===== config.mk =====
export PLATFORM = sky130hd
export DESIGN_NAME = bus_brk_cmp
export DESIGN_NICKNAME = d
export VERILOG_FILES = /design/src/rtl/bkpt_pkg.sv /design/src/rtl/bk_chan_cmp.sv /design/src/rtl/bk_seq_ctrl.sv /design/src/rtl/bus_brk_cmp.sv
export SDC_FILE = /design/constraint.sdc
export NUM_CORES = 1
export LEC_CHECK = 0
export BUFFER_PORTS_ARGS = -buffer_cell sky130_fd_sc_hd__buf_2
export CAP_MARGIN = 15
export CORE_AREA = 3 3 110 112
export DETAILED_ROUTE_END_ITERATION = 12
export DIE_AREA = 0 0 113 115
export PLACE_DENSITY_LB_ADDON = 0.3
export SLEW_MARGIN = 20
export SYNTH_ARGS = -nofsm -noshare
export SYNTH_HDL_FRONTEND = slang
export SYNTH_SLANG_ARGS = --single-unit

===== constraint.sdc =====
create_clock -name clk -period 2 [get_ports clk]
set_clock_uncertainty 0.15 [all_clocks]
set_input_delay 0.4 -clock clk [delete_from_list [all_inputs] [get_ports clk]]
set_output_delay 0.4 -clock clk [all_outputs]
set_load 0.01 [all_outputs]

===== src/rtl/bkpt_pkg.sv =====
// Shared encodings for the bus breakpoint comparator.
// Assumes a 6-bit condition word laid out as {kind[1:0], dir[1:0], size[1:0]}.
package bkpt_pkg;
    typedef struct packed {
        logic [1:0] kind;   // bit0: fetch enabled, bit1: data enabled
        logic [1:0] dir;    // 01 read, 10 write, else either
        logic [1:0] size;   // 00 any, 01 byte, 10 word, 11 long
    } bk_cond_t;

    localparam logic [1:0] DIR_RD   = 2'b01;
    localparam logic [1:0] DIR_WR   = 2'b10;
    localparam logic [1:0] SIZE_ANY = 2'b00;
endpackage


===== src/rtl/bk_chan_cmp.sv =====
// One breakpoint channel: purely combinational match of a bus cycle against
// a programmed address/mask, optional data/mask and cycle condition.
// Assumes the bus fields are valid only while bus_valid is high.
module bk_chan_cmp #(
    parameter int AW       = 32,
    parameter int DW       = 32,
    parameter bit HAS_DATA = 1'b0
) (
    input  logic [AW-1:0] cmp_addr,
    input  logic [AW-1:0] addr_mask,
    input  logic [DW-1:0] cmp_data,
    input  logic [DW-1:0] data_mask,
    input  logic [5:0]    cond,
    input  logic          bus_valid,
    input  logic [AW-1:0] bus_addr,
    input  logic [DW-1:0] bus_data,
    input  logic          bus_fetch,
    input  logic          bus_write,
    input  logic [1:0]    bus_size,
    output logic          hit
);
    import bkpt_pkg::*;

    bk_cond_t c;
    logic kind_ok, dir_ok, size_ok, addr_ok, data_ok, odd_fetch, eff_write;

    assign c = bk_cond_t'(cond);

    // Evaluate each part of the condition and combine them into the hit.
    always_comb begin
        eff_write = bus_write & ~bus_fetch;
        kind_ok   = bus_fetch ? c.kind[0] : c.kind[1];
        if (c.dir == DIR_RD)      dir_ok = ~eff_write;
        else if (c.dir == DIR_WR) dir_ok = eff_write;
        else                      dir_ok = 1'b1;
        size_ok   = (c.size == SIZE_ANY) || (c.size == bus_size);
        addr_ok   = ((bus_addr ^ cmp_addr) & ~addr_mask) == '0;
        data_ok   = HAS_DATA ? (((bus_data ^ cmp_data) & ~data_mask) == '0) : 1'b1;
        odd_fetch = bus_fetch & cmp_addr[0] & ~addr_mask[0];
        hit = bus_valid & kind_ok & dir_ok & size_ok & addr_ok & data_ok & ~odd_fetch;
    end
endmodule


===== src/rtl/bk_seq_ctrl.sv =====
// Combines the two channel hits according to the mode. It holds the
// sequence armed flag, registers the break pulse and keeps sticky status.
// Assumes the hits are already qualified by the bus strobe.
module bk_seq_ctrl (
    input  logic       clk,
    input  logic       rst_n,
    input  logic       mode_seq,
    input  logic       ctrl_wr,
    input  logic       hit_a,
    input  logic       hit_b,
    input  logic       bus_fetch,
    input  logic       stat_wr,
    input  logic [1:0] stat_wr_val,
    output logic       brk_req,
    output logic       brk_pre_exec,
    output logic [1:0] brk_status,
    output logic       seq_armed
);
    logic fire_b, fire, armed_nxt;
    logic [1:0] status_nxt;

    // Decide whether this cycle breaks and what the next armed/status state is.
    always_comb begin
        fire_b = mode_seq ? (hit_b & seq_armed) : hit_b;
        fire   = mode_seq ? fire_b : (hit_a | hit_b);
        if (ctrl_wr)                armed_nxt = 1'b0;
        else if (mode_seq && fire)  armed_nxt = 1'b0;
        else if (mode_seq && hit_a) armed_nxt = 1'b1;
        else                        armed_nxt = seq_armed;
        status_nxt = (stat_wr ? (brk_status & stat_wr_val) : brk_status)
                     | {fire_b, hit_a};
    end

    // Register the break pulse, its fetch flag, the armed flag and the status.
    always_ff @(posedge clk) begin
        if (!rst_n) begin
            brk_req      <= 1'b0;
            brk_pre_exec <= 1'b0;
            seq_armed    <= 1'b0;
            brk_status   <= 2'b00;
        end else begin
            brk_req      <= fire;
            brk_pre_exec <= fire & bus_fetch;
            seq_armed    <= armed_nxt;
            brk_status   <= status_nxt;
        end
    end
endmodule


===== src/rtl/bus_brk_cmp.sv =====
// Top of the two-channel bus breakpoint comparator. It holds two channel
// comparators (B with a data compare) feeding the mode and sequence control.
// Assumes the configuration inputs are static while the bus is monitored.
module bus_brk_cmp #(
    parameter int AW = 32,
    parameter int DW = 32
) (
    input  logic          clk,
    input  logic          rst_n,
    input  logic          mode_seq,
    input  logic          ctrl_wr,
    input  logic [AW-1:0] cmp_addr_a,
    input  logic [AW-1:0] mask_a,
    input  logic [5:0]    cond_a,
    input  logic [AW-1:0] cmp_addr_b,
    input  logic [AW-1:0] mask_b,
    input  logic [DW-1:0] cmp_data_b,
    input  logic [DW-1:0] data_mask_b,
    input  logic [5:0]    cond_b,
    input  logic          bus_valid,
    input  logic [AW-1:0] bus_addr,
    input  logic [DW-1:0] bus_data,
    input  logic          bus_fetch,
    input  logic          bus_write,
    input  logic [1:0]    bus_size,
    input  logic          stat_wr,
    input  logic [1:0]    stat_wr_val,
    output logic          brk_req,
    output logic          brk_pre_exec,
    output logic [1:0]    brk_status,
    output logic          seq_armed
);
    logic hit_a, hit_b;

    bk_chan_cmp #(.AW(AW), .DW(DW), .HAS_DATA(1'b0)) u_chan_a (
        .cmp_addr(cmp_addr_a), .addr_mask(mask_a),
        .cmp_data('0), .data_mask('1), .cond(cond_a),
        .bus_valid(bus_valid), .bus_addr(bus_addr), .bus_data(bus_data),
        .bus_fetch(bus_fetch), .bus_write(bus_write), .bus_size(bus_size),
        .hit(hit_a)
    );

    bk_chan_cmp #(.AW(AW), .DW(DW), .HAS_DATA(1'b1)) u_chan_b (
        .cmp_addr(cmp_addr_b), .addr_mask(mask_b),
        .cmp_data(cmp_data_b), .data_mask(data_mask_b), .cond(cond_b),
        .bus_valid(bus_valid), .bus_addr(bus_addr), .bus_data(bus_data),
        .bus_fetch(bus_fetch), .bus_write(bus_write), .bus_size(bus_size),
        .hit(hit_b)
    );

    bk_seq_ctrl u_seq (
        .clk(clk), .rst_n(rst_n), .mode_seq(mode_seq), .ctrl_wr(ctrl_wr),
        .hit_a(hit_a), .hit_b(hit_b), .bus_fetch(bus_fetch),
        .stat_wr(stat_wr), .stat_wr_val(stat_wr_val),
        .brk_req(brk_req), .brk_pre_exec(brk_pre_exec),
        .brk_status(brk_status), .seq_armed(seq_armed)
    );
endmodule


# Word level (Yosys, flattened, before mapping)
# Cells that the tools add are included.
[op_classes]
reduce_logical = 10
n_eq_ne = 6
n_bitwise = 37
n_mux = 9
[op_table]
columns = ["op", "count"]
rows = [
  ["$and A32 B32 Y32", 3],
  ["$logic_not A32 Y1", 3],
  ["$not A32 Y32", 3],
  ["$xor A32 B32 Y32", 3],
  ["$and A1 B1 Y1", 18],
  ["$mux W1", 8],
  ["$not A1 Y1", 7],
  ["$eq A2 B1 Y1 const B", 2],
  ["$eq A2 B2 Y1", 2],
  ["$eq A2 B2 Y1 const B", 2],
  ["$logic_not A2 Y1", 2],
  ["$reduce_or A3 Y1", 1],
  ["$and A2 B2 Y2", 1],
  ["$logic_and A1 B1 Y1", 2],
  ["$logic_or A1 B1 Y1", 2],
  ["$mux W2", 1],
  ["$or A2 B2 Y2", 1],
  ["$or A1 B1 Y1", 1],
]
[totals]
inputBits = 280
output_inout_bits = 5
register_bits = 5

# Logic depth before layout (Yosys ltp)
# Gate-level depths: netlist (run 1).
[logic_depth]
word_depth = 14
mapped_depth = 6
depth_no_buf = 6

# Hierarchy
# Synthesis (run 1) repeated with hierarchy kept, for this count alone.
[unflattened]
hier_cells = 220
area_unflattened_um2 = 1671.6
[modules_own_cells]
columns = ["module", "cells_per_inst", "area_each_um2", "seq_area_each_um2", "n_inst"]
rows = [
  ["bk_chan_cmp at u_chan_b", 123, 955.9, 0.0, 1],
  ["bk_chan_cmp at u_chan_a", 74, 519.2, 0.0, 1],
  ["bk_seq_ctrl", 21, 188.9, 100.1, 1],
  ["bus_brk_cmp", 2, 7.5, 0.0, 1],
]

# Worst setup path after synthesis (run 1)
# Ideal clock, no wire load.
[synth_timing]
kind = "input -> register"
from = "input port cmp_data_b[2]"
to = "register u_seq.brk_status[1]"
slack_ns = 0.012
arrival_ns = 1.772
cell_stages = 5
n_path_buf = 0
cell_sequence = "xnor2_1 > o22ai_1 > or4_4 > or4_4 > a21oi_2"
[synth_via]
elab_chain_len = 8
[synth_rtl]
columns = ["element", "line", "text"]
rows = [
  ["start: declaration", "bus_brk_cmp.sv:17", "input logic [DW-1:0] cmp_data_b,"],
  ["$xor A32 B32 Y32 *", "bk_chan_cmp.sv:38", "data_ok = HAS_DATA ? (((bus_data ^ cmp_data) & ~data_mask) == '0) : 1'b1;"],
  ["$and A32 B32 Y32 *", "bk_chan_cmp.sv:38", ""],
  ["$logic_not A32 Y1 *", "bk_chan_cmp.sv:38", ""],
  ["$and A1 B1 Y1 * (2 in series)", "bk_chan_cmp.sv:40", "hit = bus_valid & kind_ok & dir_ok & size_ok & addr_ok & data_ok & ~odd_fetch;"],
  ["$and A1 B1 Y1", "bk_seq_ctrl.sv:24", "fire_b = mode_seq ? (hit_b & seq_armed) : hit_b;"],
  ["$mux W1 *", "bk_seq_ctrl.sv:24", ""],
  ["$or A2 B2 Y2 *", "bk_seq_ctrl.sv:31", "| {fire_b, hit_a};"],
  ["end signal: assignment", "bk_seq_ctrl.sv:45", "brk_status <= status_nxt;"],
  ["end: declaration", "bk_seq_ctrl.sv:16", "output logic [1:0] brk_status,"],
]
# Mark *: on every way between the ends. The rest lies on a longest branch, timed or not.
# A chain may end at the register's enable or synchronous reset.

# Final worst setup path (run 1)
[layout_timing]
from = "input port cmp_data_b[27]"
to = "register u_seq.brk_pre_exec"
[layout_via]
elab_chain_len = 9
elab_cells_between_ends = 10
[layout_rtl]
columns = ["element", "line", "text"]
rows = [
  ["$xor A32 B32 Y32 *", "bk_chan_cmp.sv:38", ""],
  ["$and A32 B32 Y32 *", "bk_chan_cmp.sv:38", ""],
  ["$logic_not A32 Y1 *", "bk_chan_cmp.sv:38", ""],
  ["$and A1 B1 Y1 * (2 in series)", "bk_chan_cmp.sv:40", ""],
  ["$and A1 B1 Y1", "bk_seq_ctrl.sv:24", ""],
  ["$mux W1", "bk_seq_ctrl.sv:24", ""],
  ["$mux W1 *", "bk_seq_ctrl.sv:25", "fire = mode_seq ? fire_b : (hit_a | hit_b);"],
  ["$and A1 B1 Y1 *", "bk_seq_ctrl.sv:43", "brk_pre_exec <= fire & bus_fetch;"],
  ["end signal: assignment", "bk_seq_ctrl.sv:43", ""],
  ["end: declaration", "bk_seq_ctrl.sv:15", "output logic brk_pre_exec,"],
]
# Marked as above.

==> flow_summary.ini, run 1 <==
[global_route]
use_met3 = 0.0253
grt_pass1_vias = 2934
antenna_found_initial = 0
grt_pass1_wl_mm = 14.0
use_met1 = 0.151
grt_max_degree = 6
use_met2 = 0.272
grt-ovfl-total = 0
grt.busiest_layer = met2
grtUsageTotal = 0.137

[timing]
period_share = 1.05
setup_viol = 4
final_hold_viol_count = 0
post-route-worst-setup-slack_ps = -95.6
whs_ps = 199
rsz0062_at_grt = yes
period_minus_slack_ps = 2100
slew_violations = 0
slew_headroom = 0.711
worst_pin_slew_ps = 429
timing.fmax_ghz = 0.477

[clocking]
clkSinkCount = 5
cts_tree = done
max-clock-path-buffers = 2
numCtsBuffers = 3
root_buffer = clkbuf_16
ctsHoldBuffers = 0
clock_latency_ps = 230
htreeDepth = 1
clkTransAtPathRegs_ps = 30

[die]
core_area_um2 = 11300
die_w_um = 113
rows = 39
initial_core_util = 0.144
die_h_um = 115
dieArea_um2 = 13000
io_pins = 285

[cells_and_area]
fin_area_um2 = 3660
syn_to_final_growth_pct = 125
drive_above_1_share = 0.644
fin_nets = 807
antenna_cells = 0

[synthesis]
synth_ff_type = dfxtp_1
synth.distinct_cells = 27
syn_avg_cell_area_um2 = 7.78
netlist_instances = 209
yosys_warnings = 0
synth-edff-count = 0
ys_seq_elements = 5
synthesis.area_um2 = 1630
postSynth.asyncResetShare = 0
syn_nets = 489
yosysSeqAreaShare = 0.0616

[place]
portBuffers = 284
dp_slack_ps = -512
placed_area_um2 = 3440
gp_congestion = 0.934
hpwl_mm = 9.21

[route]
viasPerCell = 4.18
num_vias = 2794
postRouteAntennaNets = 0
wl_mm = 9.82
drt-pass1-iter-count = 4
drc = 0
drt_first_iter_violations = 77
detail_route.wl_per_cell_um = 14.7

[run_status]
status = finished, violations left
violations = setup timing

[critical_path]
required_ps = 2010
end_kind = flop
ff2ff_path_depth = 4
path_max_fanout = 3
worstPathArrival_ps = 2110
start_kind = input pin
path_class = input pin to flop

[flow_run]
drv_cap = 0

[power]
finalPower_mw = 1.18
ir_drop_v = 0.000506
p_leak_nw = 1.79
power.density_nw_per_um2 = 322

[hold_path]
hold_class = input pin to flop
holdPathStages = 2
## stage by stage
stage | setup TNS (ps) | instances | util
final | -313 | 669 | 0.323
after global routing | -804 | 669 | 0.323
after CTS | -343 | 669 | 0.321
after detailed placement | -2010 | 665 | 0.304
after global placement | -1760 | 665 | 0.304
after floorplan | 0 | 209 | -
## synth_stat cells, drive strengths merged, types with 2 or more instances
master    n  share of area
inv       6          0.014
o22ai    44           0.17
nand2     2         0.0046
o21ai     7          0.022
a21oi     5          0.018
nand4     3          0.012
nand2b    3          0.012
a2111oi   2          0.012
dfxtp     5          0.062
nor2     11          0.030
a211oi    2         0.0092
or4       4          0.028
o221ai    3          0.016
nor4      7          0.027
xnor2    96           0.52
## power by group
group / switching (mW) / internal [mW]
Clock: 0.0646 / 0.264
Sequential: 0.000000472 / 0.100
Combinational: 0.299 / 0.451
## routing by layer
layer / vias to the layer above / part of all wire
li1: 1419 / -
met1: 1214 / 0.34
met2: 151 / 0.57
met3: 10 / 0.080
met4: 0 / 0.010
met5: - / 0
## final cells by class
cell class                 count  area, um^2
multi-input combinational    198        1610
clock buffer                   4        78.8
tap                          143         179
timing repair buffer         313        1660
fill                        1234        7660
sequential                     5         100
inverter                       6        22.5
## cells in the final DEF, fill, tap and decap left out
cell       instances
buf_2            280
nand4_1            3
a2111oi_2          2
nor4_1             6
nand4bb_1          1
nand3b_1           1
or4_4              4
nor4_2             1
a41oi_1            1
nor3_4             1
nor2b_1            1
a21boi_0           1
o21ai_0            7
nand3_1            1
nand2_1            2
buf_4             29
o221ai_1           3
o22ai_2            1
nor2_1            10
a21oi_2            2
nand2b_1           3
dfxtp_1            5
a21oi_1            3
xnor2_2           11
o22ai_1           43
xnor2_1           85
clkbuf_16          3
nor2_4             1
a211oi_1           2
buf_6              4
and4_1             1
inv_1              6
clkbuf_1           1
a221oi_1           1
## worst max-delay path, cell delays in order
cell     delay (ps)
buf_2           100
xnor2_1         210
o22ai_1         120
nor4_1          400
nand2_1         150
or4_4           570
a21oi_2         150
## logic make-up (layout without fill, tap and decap cells)
kind of cell / count (synthesis) / after routing / synth area share
simple gates: 36 / 36 / 0.146
xor+xnor: 96 / 96 / 0.517
compound gates: 66 / 66 / 0.261
buf+inv: 6 / 323 / 0.0139
flops: 5 / 5 / 0.0616
## final timing paths
path                                                     start                              to  slack, ps
worst max-delay path                            cmp_data_b[27]   u_seq.brk_pre_exec$_SDFF_PN0_       -100
worst min-delay path                                   ctrl_wr    u_seq.seq_armed$_SDFFE_PP0P_        200
worst max register to register    u_seq.seq_armed$_SDFFE_PP0P_   u_seq.brk_pre_exec$_SDFF_PN0_        110
worst min register to register  u_seq.brk_status[0]$_SDFF_PN0_  u_seq.brk_status[0]$_SDFF_PN0_        330
## state kept, by name, indices dropped and copies added (netlist names)
register / count
u_seq.brk_pre_exec: 1
u_seq.brk_req: 1
u_seq.brk_status: 2
u_seq.seq_armed: 1
## what timing repair did
| item | 4_1_cts | 5_1_grt |
|---|---|---|
| endpoints found under the hold margin | 0 | 0 |
| setup endpoints to repair | 4 | 4 |
| resized for setup | 18 | 3 |
| pin swaps | 6 | 2 |
| setup buffers | 0 | 0 |
No activity file was read; power rests on OpenSTA's default activity.
==> run 2: changes to the inputs <==
--- a/config.mk
+++ b/config.mk
@@ -10,6 +10,7 @@
 export CORE_AREA = 3 3 110 112
 export DETAILED_ROUTE_END_ITERATION = 12
 export DIE_AREA = 0 0 113 115
+export GPL_TIMING_DRIVEN = 0
 export PLACE_DENSITY_LB_ADDON = 0.3
 export SLEW_MARGIN = 20
 export SYNTH_ARGS = -nofsm -noshare
==> flow_summary.ini, run 2 (synthesis gave the netlist of run 1 again) <==
[route]
num_vias = 2723
viasPerCell = 4.25
detail_route.wl_per_cell_um = 15.3
drt_first_iter_violations = 53
drc = 0
wl_mm = 9.79
postRouteAntennaNets = 0
drt-pass1-iter-count = 4

[cells_and_area]
drive_above_1_share = 0.652
fin_util = 0.321
largest-register = u_seq.brk_status
largest_register_ffs = 2
mostFrequentLayoutCells = buf_2, xnor2_1, o22ai_1
syn_to_final_growth_pct = 124
fin_area_um2 = 3630
final_common_cell = buf_2
antenna_cells = 0
fin_nets = 778
layoutNonFillerInstCount = 640

[clocking]
clkSinkCount = 5
clock_latency_ps = 230
max-clock-path-buffers = 2
cts_tree = done
htreeDepth = 1
numCtsBuffers = 3
clkTransAtPathRegs_ps = 30
postCtsSetupRepairBufs = 0
root_buffer = clkbuf_16

[timing]
period_minus_slack_ps = 2100
whs_ps = 203
rsz0062_at_grt = yes
period_share = 1.05
setup_viol = 3
worst_pin_slew_ps = 403
fin_setup_tns_ps = -210
post-route-worst-setup-slack_ps = -97.2
timing.fmax_ghz = 0.477
final_hold_viol_count = 0
slew_headroom = 0.729
slew_violations = 0

[critical_path]
crit_buf_inv = 1
cp_top_family = simple AND/OR/NAND/NOR gates
start_kind = input pin
path_max_fanout = 3
path_class = input pin to flop
required_ps = 2010
cpPeakStageDelay_ps = 580
critPathSlowestCell = or4_4
end_kind = flop
crit_chain = buf_2 -> xnor2_1 -> o22ai_1 -> or4_4 -> or4_4 -> a21oi_2
worstPathArrival_ps = 2110
cp_common_cell = or4_4

[flow_run]
drv_cap = 0

[power]
finalPower_mw = 1.20
swShare = 0.322
switchingPower_uw = 387
pwr-share-seq = 0.083
clock_power_share = 0.283
comb_power_share = 0.633
intPower_uw = 815
p_leak_nw = 1.72
power.density_nw_per_um2 = 331
ir_drop_v = 0.000383

[die]
dieArea_um2 = 13000
die_w_um = 113
rows = 39
io_pins = 285
die_h_um = 115
initial_core_util = 0.144
core_area_um2 = 11300

[global_route]
grtUsageTotal = 0.132
grt-ovfl-total = 0
grt_pass1_vias = 2845
antenna_found_initial = 0
grt_max_degree = 8
grt_pass1_wl_mm = 13.4

[place]
portBuffers = 284
dp_slack_ps = -610
gp_congestion = 0.852
dpl.cell_count = 636
hpwl_mm = 9.14
placed_area_um2 = 3230

[hold_path]
hold_class = input pin to flop

[run_status]
status = finished, violations left
violations = setup timing
-- run 2: cell types whose count changed in the layout (fill, tap and decap cells not counted), moves of 2 or more --
cell / before / now
xnor2_4: 0 / 4
o22ai_2: 1 / 6
buf_6: 4 / 9
buf_2: 280 / 271
nor4_1: 6 / 4
xnor2_1: 85 / 79
o22ai_1: 43 / 38
buf_4: 29 / 3
xnor2_2: 11 / 13
-- run 2: final cells by class --
| cell class | instances | area [um^2] |
|---|---|---|
| clock buffer | 4 | 78.8 |
| fill | 1209 | 7690 |
| inverter | 6 | 22.5 |
| multi-input combinational | 198 | 1760 |
| sequential | 5 | 100 |
| tap | 143 | 179 |
| timing repair buffer | 284 | 1500 |
-- run 2: what timing repair did --
action / in CTS / in global routing
setup endpoints to repair: 4 / 4
pin swaps: 18 / 8
hold buffers: 0 / 0
resized for setup: 20 / 33
-- run 2: per-layer routing --
layer | vias up | track usage | wire length [um]
met2 | 138 | 0.274 | 5690
li1 | 1359 | - | -
met1 | 1218 | 0.144 | 3400
met3 | 8 | 0.0153 | 632
met4 | 0 | 0.0192 | 61
met5 | - | 0 | 0
-- run 2: path summary, 6_finish.rpt --
kind,to,from,cells past startpoint,slack (ps)
setup / recovery,u_seq.brk_req$_SDFF_PN0_,cmp_data_b[2],6,-100
hold / removal,u_seq.seq_armed$_SDFFE_PP0P_,ctrl_wr,2,200
hold reg to reg,u_seq.brk_status[0]$_SDFF_PN0_,u_seq.brk_status[0]$_SDFF_PN0_,2,350
setup reg to reg,u_seq.brk_req$_SDFF_PN0_,u_seq.seq_armed$_SDFFE_PP0P_,4,90
-- run 2: power by group through the flow --
stage	Clock [mW]	Combinational, mW	Sequential (mW)
global placement	0	0.672	0.102
CTS	0.345	0.718	0.100
finish	0.341	0.761	0.100
detailed placement	0	0.680	0.102
floorplan	0	0.287	0.102
global route	0.348	0.830	0.100
